[src/rtl/uart_rx_pkg.sv]
// Shared types for the UART receive path.
// Assumes nothing beyond IEEE 1800-2017 packages.
package uart_rx_pkg;
    typedef enum logic [2:0] {
        ST_IDLE,   // line high, waiting for a falling sample
        ST_START,  // confirming the start bit at mid-bit
        ST_DATA,   // shifting data bits
        ST_PAR,    // sampling the parity bit
        ST_STOP,   // sampling the stop bit
        ST_HOLD    // stop sampled low, wait for the line to go high
    } rx_state_t;
endpackage

[src/rtl/rx_frame.sv]
// Oversampling frame engine: finds a start bit, confirms it at mid-bit,
// samples data, parity and stop bits at their centres and reports a
// finished frame for one cycle on done.
// Assumes rx is synchronous to clk and tick is a one-cycle pulse at
// OVS times the bit rate. clr holds the engine in idle.
module rx_frame
    import uart_rx_pkg::*;
#(
    parameter int DATA_W = 8,
    parameter int OVS    = 16
) (
    input  logic              clk,
    input  logic              rst_n,
    input  logic              clr,
    input  logic              tick,
    input  logic              rx,
    input  logic              par_en,
    input  logic              par_odd,
    output logic              done,
    output logic [DATA_W-1:0] d_data,
    output logic              d_par_err,
    output logic              d_frm_err,
    output logic              d_brk,
    output logic              idle
);
    localparam int OVS_W = $clog2(OVS);
    localparam int IDX_W = (DATA_W > 1) ? $clog2(DATA_W) : 1;
    localparam logic [OVS_W-1:0] LAST = OVS_W'(OVS - 1);
    localparam logic [OVS_W-1:0] MID  = OVS_W'(OVS / 2 - 1);
    localparam logic [IDX_W-1:0] TOP  = IDX_W'(DATA_W - 1);

    rx_state_t         state;
    logic [OVS_W-1:0]  os_cnt;
    logic [IDX_W-1:0]  bit_idx;
    logic [DATA_W-1:0] shreg;
    logic              par_bit;
    logic              exp_par;

    // Purpose: step the frame state machine on each oversampling tick.
    always_ff @(posedge clk) begin
        if (!rst_n || clr) begin
            state   <= ST_IDLE;
            os_cnt  <= '0;
            bit_idx <= '0;
            shreg   <= '0;
            par_bit <= 1'b0;
        end else if (tick) begin
            case (state)
                ST_IDLE: begin
                    os_cnt <= '0;
                    if (!rx) state <= ST_START;
                end
                ST_START: begin
                    if (os_cnt == MID) begin
                        os_cnt  <= '0;
                        bit_idx <= '0;
                        state   <= rx ? ST_IDLE : ST_DATA;
                    end else begin
                        os_cnt <= os_cnt + OVS_W'(1);
                    end
                end
                ST_DATA: begin
                    if (os_cnt == LAST) begin
                        os_cnt <= '0;
                        shreg  <= {rx, shreg[DATA_W-1:1]};
                        if (bit_idx == TOP) state <= par_en ? ST_PAR : ST_STOP;
                        else                bit_idx <= bit_idx + IDX_W'(1);
                    end else begin
                        os_cnt <= os_cnt + OVS_W'(1);
                    end
                end
                ST_PAR: begin
                    if (os_cnt == LAST) begin
                        os_cnt  <= '0;
                        par_bit <= rx;
                        state   <= ST_STOP;
                    end else begin
                        os_cnt <= os_cnt + OVS_W'(1);
                    end
                end
                ST_STOP: begin
                    if (os_cnt == LAST) begin
                        os_cnt <= '0;
                        state  <= rx ? ST_IDLE : ST_HOLD;
                    end else begin
                        os_cnt <= os_cnt + OVS_W'(1);
                    end
                end
                ST_HOLD: begin
                    if (rx) state <= ST_IDLE;
                end
                default: state <= ST_IDLE;
            endcase
        end
    end

    // Purpose: decode the finished frame at the stop-bit sample.
    always_comb begin
        done      = tick && (state == ST_STOP) && (os_cnt == LAST) && !clr;
        d_data    = shreg;
        exp_par   = par_odd ? ~(^shreg) : (^shreg);
        d_brk     = !rx && (shreg == '0);
        d_frm_err = !rx && !d_brk;
        d_par_err = par_en && (par_bit != exp_par) && !d_brk;
        idle      = (state == ST_IDLE);
    end

    // a start bit that fails its mid-bit check goes back to idle
    a_r8_glitch_drop: assert property (@(posedge clk) disable iff (!rst_n)
        (!clr && tick && state == ST_START && os_cnt == MID && rx) |=> (state == ST_IDLE));
endmodule

[src/rtl/rx_timeout.sv]
// Idle time-out counter. It loads a bit-period count when a character
// completes and counts it down while the receiver is idle. At zero it
// sets a sticky flag. A restart strobe clears the flag and disarms.
// Assumes tick is the OVS-times oversampling pulse.
module rx_timeout #(
    parameter int TMO_W = 8,
    parameter int OVS   = 16
) (
    input  logic             clk,
    input  logic             rst_n,
    input  logic             tick,
    input  logic             idle,
    input  logic             load,
    input  logic [TMO_W-1:0] tmo_val,
    input  logic             restart,
    output logic             tmo_flag
);
    localparam int OVS_W = $clog2(OVS);
    localparam logic [OVS_W-1:0] LAST = OVS_W'(OVS - 1);

    logic             armed;
    logic [TMO_W-1:0] cnt;
    logic [OVS_W-1:0] pre;

    // Purpose: arm, count bit periods while idle, and raise the flag at zero.
    always_ff @(posedge clk) begin
        if (!rst_n) begin
            armed    <= 1'b0;
            cnt      <= '0;
            pre      <= '0;
            tmo_flag <= 1'b0;
        end else begin
            if (restart) begin
                armed    <= 1'b0;
                tmo_flag <= 1'b0;
            end
            if (load) begin
                cnt   <= tmo_val;
                pre   <= '0;
                armed <= (tmo_val != '0);
            end else if (armed && !restart && tick && idle) begin
                if (pre == LAST) begin
                    pre <= '0;
                    if (cnt == TMO_W'(1)) begin
                        cnt      <= '0;
                        armed    <= 1'b0;
                        tmo_flag <= 1'b1;
                    end else begin
                        cnt <= cnt - TMO_W'(1);
                    end
                end else begin
                    pre <= pre + OVS_W'(1);
                end
            end
        end
    end

    // restart always leaves the flag clear
    a_r11_restart_clears: assert property (@(posedge clk) disable iff (!rst_n)
        restart |=> !tmo_flag);
    // the flag only rises from an armed countdown
    a_r10_flag_needs_arm: assert property (@(posedge clk) disable iff (!rst_n)
        $rose(tmo_flag) |-> $past(armed));
endmodule

[src/rtl/uart_rx_tmo.sv]
// UART receiver top. It holds the on/off state, the received-character
// register, the sticky error flags and the idle time-out.
// Assumes rx_in is already synchronous to clk and that baud_tick runs at
// 16 times the bit rate. All cmd_* inputs are one-cycle strobes.
module uart_rx_tmo #(
    parameter int DATA_W = 8,
    parameter int TMO_W  = 8,
    parameter int OVS    = 16
) (
    input  logic              clk,
    input  logic              rst_n,
    input  logic              rx_in,
    input  logic              baud_tick,
    input  logic              par_en,
    input  logic              par_odd,
    input  logic [TMO_W-1:0]  tmo_val,
    input  logic              cmd_rx_en,
    input  logic              cmd_rx_dis,
    input  logic              cmd_rx_rst,
    input  logic              cmd_clr_stat,
    input  logic              cmd_sta_tmo,
    input  logic              rd_strobe,
    output logic [DATA_W-1:0] rx_data,
    output logic              rx_ready,
    output logic              err_par,
    output logic              err_frm,
    output logic              err_ovr,
    output logic              rx_brk,
    output logic              tmo_flag
);
    logic              rx_on;
    logic              eng_clr;
    logic              done;
    logic [DATA_W-1:0] d_data;
    logic              d_par_err;
    logic              d_frm_err;
    logic              d_brk;
    logic              eng_idle;

    assign eng_clr = !rx_on || cmd_rx_rst;

    // Purpose: receiver on/off state, where disable beats enable.
    always_ff @(posedge clk) begin
        if (!rst_n)          rx_on <= 1'b0;
        else if (cmd_rx_dis) rx_on <= 1'b0;
        else if (cmd_rx_en)  rx_on <= 1'b1;
    end

    rx_frame #(.DATA_W(DATA_W), .OVS(OVS)) u_frame (
        .clk       (clk),
        .rst_n     (rst_n),
        .clr       (eng_clr),
        .tick      (baud_tick),
        .rx        (rx_in),
        .par_en    (par_en),
        .par_odd   (par_odd),
        .done      (done),
        .d_data    (d_data),
        .d_par_err (d_par_err),
        .d_frm_err (d_frm_err),
        .d_brk     (d_brk),
        .idle      (eng_idle)
    );

    rx_timeout #(.TMO_W(TMO_W), .OVS(OVS)) u_tmo (
        .clk      (clk),
        .rst_n    (rst_n),
        .tick     (baud_tick),
        .idle     (eng_idle),
        .load     (done),
        .tmo_val  (tmo_val),
        .restart  (cmd_sta_tmo),
        .tmo_flag (tmo_flag)
    );

    // Purpose: character register and data-ready flag.
    always_ff @(posedge clk) begin
        if (!rst_n) begin
            rx_data  <= '0;
            rx_ready <= 1'b0;
        end else if (cmd_rx_rst) begin
            rx_ready <= 1'b0;
        end else if (done && !d_brk) begin
            rx_data  <= d_data;
            rx_ready <= 1'b1;
        end else if (rd_strobe) begin
            rx_ready <= 1'b0;
        end
    end

    // Purpose: sticky error flags. A new event wins over a clear in the same cycle.
    always_ff @(posedge clk) begin
        if (!rst_n) begin
            err_par <= 1'b0;
            err_frm <= 1'b0;
            err_ovr <= 1'b0;
            rx_brk  <= 1'b0;
        end else begin
            if (cmd_clr_stat) begin
                err_par <= 1'b0;
                err_frm <= 1'b0;
                err_ovr <= 1'b0;
                rx_brk  <= 1'b0;
            end
            if (done) begin
                if (d_brk)     rx_brk  <= 1'b1;
                if (d_par_err) err_par <= 1'b1;
                if (d_frm_err) err_frm <= 1'b1;
                if (!d_brk && rx_ready && !rd_strobe) err_ovr <= 1'b1;
            end
        end
    end

    // an overrun is only flagged over an unread character
    a_r4_ovr_after_ready: assert property (@(posedge clk) disable iff (!rst_n)
        $rose(err_ovr) |-> $past(rx_ready));
    // an off receiver never raises data-ready
    a_r2_off_no_char: assert property (@(posedge clk) disable iff (!rst_n)
        !rx_on |=> !$rose(rx_ready));
    // receiver reset drops data-ready
    a_r9_rst_drops_ready: assert property (@(posedge clk) disable iff (!rst_n)
        cmd_rx_rst |=> !rx_ready);
    // clear without a new event empties every error flag
    a_r7_clear_all: assert property (@(posedge clk) disable iff (!rst_n)
        (cmd_clr_stat && !done) |=> !(err_par || err_frm || err_ovr || rx_brk));
    // a break leaves the character register alone
    a_r6_brk_keeps_data: assert property (@(posedge clk) disable iff (!rst_n)
        $rose(rx_brk) |-> $stable(rx_data));
endmodule

[config.mk]
export PLATFORM = sky130hd
export DESIGN_NAME = uart_rx_tmo
export DESIGN_NICKNAME = d
export VERILOG_FILES = /design/src/rtl/uart_rx_pkg.sv /design/src/rtl/rx_frame.sv /design/src/rtl/rx_timeout.sv /design/src/rtl/uart_rx_tmo.sv
export SDC_FILE = /design/constraint.sdc
export NUM_CORES = 1
export LEC_CHECK = 0
export BUFFER_PORTS_ARGS = -buffer_cell sky130_fd_sc_hd__buf_2
export CORE_MARGIN = 2
export CORE_UTILIZATION = 55
export DETAILED_ROUTE_END_ITERATION = 8
export GPL_ROUTABILITY_DRIVEN = 0
export PLACE_DENSITY = 0.86
export SLEW_MARGIN = 10
export SYNTH_ARGS = -nofsm -noshare
export SYNTH_HDL_FRONTEND = slang
export SYNTH_SLANG_ARGS = --single-unit
[constraint.sdc]
create_clock -name clk -period 2.4 [get_ports clk]
set_input_delay 0.12 -clock clk [delete_from_list [all_inputs] [get_ports clk]]
set_output_delay 0.12 -clock clk [all_outputs]
set_load 0.005 [all_outputs]
==> metrics.md, run 1 <==
| Metric | Value |
|---|---|
| Filler instances | 354 |
| RR Endpoint | u_frame.d_data[4] |
| Total power | 1340 uW |
| Crit Path Max Fanout | 20 |
| FP Rows | 24 |
| Initial core utilization | 57.9% |
| Num CTS Buffers | 5 |
| WHS Endpoint | u_tmo.cnt[1] |
| Worst min-delay path startpoint | tmo_val[1] |
| Ys Warns | 0 |
| Synth Register Bits | 47 |
| Hold Vio Cnt, Final | 0 |
| RSZ-0062 raised after global routing | no |
| Syn_nets | 325 |
| Worst vdd ir | 0.445 mV |
| Power per cell area | 471 nW/um^2 |
| Sequential area share after synthesis | 36.8% |
| CTS sink cnt | 47 |
| Hold Slack | 78.9 ps |
| Leak | 0.00111 uW |
| DP HPWL | 3940 um |
| First-pass GRT wire length | 9390 um |
| Layout Skew | 9.64 ps |
| Final antenna-violating net count | 0 |
| H-tree levels | 2 |
| Placement Cell Area | 2740 um^2 |
| Final Max Tran Viols | 0 |
| Die Y | 72.2 um |
| HP Class | input pin to flip-flop |
| Most common cell after layout, fill and taps aside | dfxtp_1 |
| Post-route cell area | 2850 um^2 |
| Initial antenna violation count | 0 |
| Fin Setup TNS | 0 ps |
| I/O pin count | 34 |
| Final worst-path cycle share | 83.8% |
| IO Port Bufs | 33 |
| Synthesis-to-layout area growth | 11.5% |
| Synth Cell Area | 2560 um^2 |
| Critical Path AT | 2190 ps |
| Routed wire length | 5540 um |
| Final #Nets | 355 |
| Layout cells sized above 1 | 17.2% |
| Slew margin rel. | 49.2% |
| Area of the multi-input gates | 1460 um^2 |
| Required @ worst endpoint | 2580 ps |
| Synth Flop Type | dfxtp_1 |
| Core area | 4410 um^2 |
| GRT Residual Overflow | 0 |
| Later-pin clock latency in the skew report | 310 ps |
| Result of the run | completed |
| Die Span X | 72.2 um |
| Via density | 6.06 |
| Clock root buffer | clkbuf_8 |
| Commonest cells after routing, fill and taps aside | 47 x dfxtp_1, 33 x buf_2, 26 x nor2_1 |
| Crit Path Class | flip-flop to flip-flop |
| Post-synthesis cell type count | 59 |
| Drc violations | 0 |
| TritonCTS clock tree | built |
| CP endpoint kind | flip-flop |
| Antenna cells | 0 |
| GRT Total Usage | 22.5% |
| Max-Cap Viols | 0 |
| Hold Path Depth | 3 |
| Vias in the first global route | 2098 |
| Full die area | 5210 um^2 |
| Initial drt markers | 124 |
| Gate count of the mapped netlist | 295 |
| Routed wire length per instance | 14.6 um |
| R2R depth | 4 |
| Slack of the worst reg-to-reg path | 390 ps |
| Setup violators final | 0 |
| Via count | 2291 |
| CTS max path bufs | 2 |
| Cts repair resizes | 0 |
| Pin count of the biggest net entering global routing | 21 |
| Syn Area/Cell | 8.67 um^2 |
| Register Area | 941 um^2 |
| Fmax | 0.497 GHz |
| RR Startpoint | u_frame.state[1] |
| Worst-margin pin slew | 759 ps |
| Startpoint types | flip-flop |
| Minimum clock period | 2010 ps |
| EDFF count, synth | 0 |
| DRT Pass-1 Iters | 4 |
| Reg clk slew, reported paths | 100 ps |
| Async S/R FF share, synth | 0% |
## per-stage QoR
stage | util (%) | setup WS, ps | cells
3_5_place_dp | 62.0 | 444 | 368
2_1_floorplan | - | 710 | 295
5_1_grt | 64.6 | 230 | 378
3_3_place_gp | 62.0 | 487 | 368
6_report | 64.6 | 389 | 378
4_1_cts | 64.6 | 405 | 378
## report_power, final
part           internal (uW)  total [uW]  switching (uW)
logic                   22.2        54.4            32.2
clock network            212         506             293
registers                780         781            1.39
## repair_timing
item / CTS / global route
endpoints found under the setup margin: 0 / 0
buffers inserted: 0 / 0
hold buffers: 2 / 0
hold endpoints to repair: 2 / 0
## how the worst max path moves through the flow
stage / from / endpoint / slack, ps / depth (start not counted)
5_1_grt: u_frame.state[0] / u_tmo.cnt[6] / 230 / 4
3_5_place_dp: u_frame.state[0] / u_tmo.cnt[6] / 440 / 4
3_3_place_gp: u_frame.state[0] / u_tmo.cnt[4] / 490 / 4
6_report: u_frame.state[1] / u_frame.d_data[4] / 390 / 4
4_1_cts: u_frame.state[0] / u_tmo.cnt[6] / 400 / 4
2_1_floorplan: u_frame.os_cnt[0] / u_frame.os_cnt[0] / 710 / 5
## sequential cells by signal, summed over array words and instances (netlist names)
| register | count |
|---|---|
| rx_data | 8 |
| u_frame.d_data | 8 |
| u_tmo.cnt | 8 |
| u_frame.os_cnt | 4 |
| u_tmo.pre | 4 |
| u_frame.bit_idx | 3 |
| u_frame.state | 3 |
| err_frm | 1 |
| err_ovr | 1 |
| err_par | 1 |
| rx_brk | 1 |
| rx_on | 1 |
| rx_ready | 1 |
| u_frame.par_bit | 1 |
| u_tmo.armed | 1 |
| u_tmo.tmo_flag | 1 |
## critical path, stage by stage, from the launching register on
cell and delay (ps):
dfxtp_1 710, nor3b_1 390, and2_1 470, mux2i_1 260, nor2_1 50
## cells in the mapped netlist, types with 8 or more instances
| cell | n | area share (%) |
|---|---|---|
| ha_1 | 10 | 4.9 |
| inv_1 | 17 | 2.5 |
| a21oi_1 | 13 | 2.5 |
| dfxtp_1 | 47 | 37 |
| nand2_1 | 23 | 3.4 |
| o21ai_0 | 9 | 1.8 |
| a31oi_1 | 8 | 2.0 |
| mux2i_1 | 19 | 7.4 |
| nor2_1 | 26 | 3.8 |
## metal layers
| metal | global-route usage [%] | wire [um] | up-vias |
|---|---|---|---|
| li1 | - | - | 1131 |
| met1 | 29.0 | 2480 | 1098 |
| met2 | 37.8 | 2740 | 53 |
| met3 | 3.89 | 227 | 9 |
| met4 | 8.39 | 83 | 0 |
| met5 | 0 | 0 | - |
## cell type report
type	count	area share [%]
repair buffers	40	7.81
well taps	52	2.28
clock buffers	5	2.41
flip-flops and latches	47	33.0
clock inverters	3	0.878
multi-input cells	214	51.4
inverters	17	2.24
## logic make-up after synthesis
group,after synthesis,share of synthesized area (%)
buffers and inverters,34,5.92
xor gates and xnor gates,8,2.74
and+or+nand+nor,115,25.6
AOI/OAI and AO/OA,60,15.8
adders and majority gates,11,5.29
DFF,47,36.8
muxes,20,7.88
No activity file was read; power rests on OpenSTA's default activity.
==> inputs of run 2 (changes only) <==
ABC_AREA = 1   (was not set)
CORE_UTILIZATION = 52   (was 55)
PLACE_DENSITY = 0.84   (was 0.86)
clock period = 1.67 ns   (was 2.4 ns; I/O delays follow)
==> run 2 against run 1 <==
  * Non-clock buffer count up 3
  * Via count up 15%
  * Highest routed layer unchanged
  * Combinational power up 93%
  * Register-to-register slack worse by 300 ps
  * Largest power group unchanged
  * Die area up 14%
  * Count of clock-buffer cells in the layout unchanged
  * Cell count up 36%
  * Clock power up 61%
  * Total power up 53%
  * Critical path type unchanged
==> metrics.md, run 2 <==
| Metric | Value |
|---|---|
| Final Max Tran Viols | 0 |
| Comb pwr share | 5.1% |
| Vias in the first global route | 2387 |
| GRT Residual Overflow | 0 |
| Commonest cells after routing, fill and taps aside | 93 x nand2_1, 54 x inv_1, 54 x nor2_1 |
| Fin Setup TNS | 0 ps |
| Layout cells sized above 1 | 17.8% |
| RSZ-0062 raised after global routing | yes |
| First-pass GRT wire length | 10100 um |
| Synth Area in Adders | 4.53% |
| Post-synthesis mux area share | 0% |
| Die Span X | 76.9 um |
| Max-Cap Viols | 0 |
| Reg clk slew, reported paths | 90 ps |
| Clock share of power | 39.9% |
| Power per cell area | 649 nW/um^2 |
| Final antenna-violating net count | 0 |
| Post-synth top area cell | dfxtp_1 |
| HP Class | input pin to flip-flop |
| Die Y | 76.9 um |
| Worst vdd ir | 0.442 mV |
| Setup violators final | 0 |
| Gate count of the mapped netlist | 403 |
| Min setup slack post-route | 92.4 ps |
| Fmax | 0.634 GHz |
| Initial drt markers | 140 |
| Required @ worst endpoint | 1900 ps |
| CTS sink cnt | 47 |
| CTS max path bufs | 2 |
| Slack of the worst reg-to-reg path | 90 ps |
| H-tree levels | 2 |
| FP Rows | 26 |
| Critical Path AT | 1810 ps |
| Via count | 2634 |
| Most common cell after layout, fill and taps aside | nand2_1 |
| Synth Flop Type | dfxtp_1 |
| Crit Path Class | flip-flop to flip-flop |
| Pint | 1600 uW |
| Post-layout util | 61.7% |
| Filler instances | 471 |
| Worst min-delay path startpoint | cmd_rx_en |
| RR Endpoint | rx_ready |
| Later-pin clock latency in the skew report | 300 ps |
| DRT Pass-1 Iters | 4 |
| Minimum clock period | 1580 ps |
| Core area | 5110 um^2 |
| Post-synthesis cell type count | 36 |
| DP HPWL | 4610 um |
| Leak | 0.00137 uW |
| WHS Endpoint | rx_on |
| Compound-Gate Fraction of Synth Area | 12.7% |
| Num CTS Buffers | 5 |
| Part of the power in registers | 54.9% |
| Final #Nets | 475 |
| Synth Register Bits | 47 |
| Post-synth top area share | 34.0% |
| Main area contributors after synthesis | dfxtp_1 34%, nand2_1 13%, inv_1 7.3% |
| Via density | 5.11 |
| Synth Cell Area | 2760 um^2 |
| Drc violations | 0 |
| Layout Skew | 8.74 ps |
| Synth Area in Simple Gates | 36.9% |
| Most common cell in the netlist | nand2_1 |
| Antenna cells | 0 |
| Worst-margin pin slew | 338 ps |
| Synthesis-to-layout area growth | 14.1% |
| Worst slack at placement | 57.3 ps |
| CP endpoint kind | flip-flop |
| Result of the run | completed |
| Hold Path Depth | 3 |
| Crit Path Max Fanout | 16 |
| Sequential area share after synthesis | 34.0% |
| Clock root buffer | clkbuf_8 |
| Most frequent cells after synthesis | 93 x nand2_1, 54 x inv_1, 54 x nor2_1 |
| Hold Vio Cnt, Final | 0 |
| RR Startpoint | u_frame.os_cnt[0] |
| I/O pin count | 34 |
| Initial antenna violation count | 0 |
| Full die area | 5910 um^2 |
| Routed wire length | 6100 um |
| Final worst-path cycle share | 94.5% |
| GRT Total Usage | 20.8% |
| XOR/XNOR Fraction of Synth Area | 1.27% |
| Sw Pwr | 448 uW |
| Syn Area/Cell | 6.86 um^2 |
| Ys Warns | 0 |
| EDFF count, synth | 0 |
| Routed wire length per instance | 11.8 um |
| Switching Fraction | 21.9% |
| IO Port Bufs | 33 |
| Slew margin rel. | 77.4% |
| Main combinational cell family by area after synthesis | simple AND/OR/NAND/NOR gates |
| Startpoint types | flip-flop |
| Pin count of the biggest net entering global routing | 20 |
| Initial core utilization | 54.1% |
| Syn_nets | 433 |
| Async S/R FF share, synth | 0% |
| TritonCTS clock tree | built |
| R2R depth | 6 |
==> run 2: changes by cell type in the layout (fill, tap and decap cells not counted), moves of 5 or more <==
cell | previous run | this run
mux2i_1 | 19 | 0
nor2_1 | 26 | 54
nand2_1 | 23 | 93
nor3b_1 | 6 | 0
inv_1 | 17 | 54
a31oi_1 | 8 | 3
a21oi_1 | 13 | 28
xnor2_1 | 5 | 0
o21ai_0 | 9 | 20
nand2_2 | 0 | 7
nand3_1 | 7 | 29
inv_2 | 0 | 5
==> run 2: cell type report <==
class / count / area (um^2) / area share, %
multi-input combinational: 288 / 1540 / 48.9
tap: 70 / 87.6 / 2.78
timing repair buffer: 43 / 245 / 7.78
sequential: 47 / 941 / 29.8
clock inverter: 2 / 37.5 / 1.19
clock buffer: 5 / 68.8 / 2.18
inverter: 60 / 230 / 7.30
==> run 2: how the worst max path moves through the flow <==
stage / from / endpoint
6_report: u_frame.os_cnt[0] / rx_ready
5_1_grt: u_frame.os_cnt[0] / rx_data[3]
4_1_cts: u_frame.os_cnt[1] / u_tmo.cnt[1]
3_5_place_dp: u_frame.os_cnt[1] / u_tmo.cnt[1]
3_3_place_gp: u_frame.os_cnt[0] / u_tmo.cnt[6]
2_1_floorplan: u_frame.os_cnt[0] / rx_data[3]
==> run 2: cell families after synthesis <==
kind of cell / Yosys count
xor gates and xnor gates: 4
AOI/OAI and AO/OA: 62
and+or+nand+nor: 212
DFF: 47
adders and majority gates: 10
buffers and inverters: 68
==> run 2: power groups by stage <==
stage	Combinational, uW	Clock (uW)	Sequential, uW
floorplan	54.9	0	1150
global placement	98.7	0	1150
detailed placement	99.7	0	1150
CTS	104	835	1120
global route	116	870	1120
finish	105	817	1120
==> run 2: per-layer routing <==
layer,vias up,wire [um],track usage (%)
li1,1382,-,-
met1,1174,2750,25.1
met2,71,2940,36.1
met3,7,347,4.47
met4,0,58,8.18
met5,-,0,0
==> run 2: through the flow <==
stage,hold WS [ps],power [uW],cells,instance area (um^2)
finish,43.8,2050,515,3150
global route,90.5,2110,515,3150
CTS,39.9,2060,512,3120
detailed placement,253,1250,503,2990
global placement,250,1250,503,2990
floorplan,156,1200,403,2760
==> run 2: worst max-delay path, stage by stage (launching register included) <==
cell and delay [ps]:
dfxtp_1 380, ha_2 240, nand3_4 130, nor2_8 190
nand3_4 190, buf_4 210, a211oi_2 160
==> run 2: timing repair <==
| item | CTS | global route |
|---|---|---|
| buffers inserted | 0 | 3 |
| resized for setup | 0 | 4 |
| hold buffers | 2 | 0 |
| hold endpoints to repair | 2 | 0 |
| setup endpoints to repair | 0 | 16 |
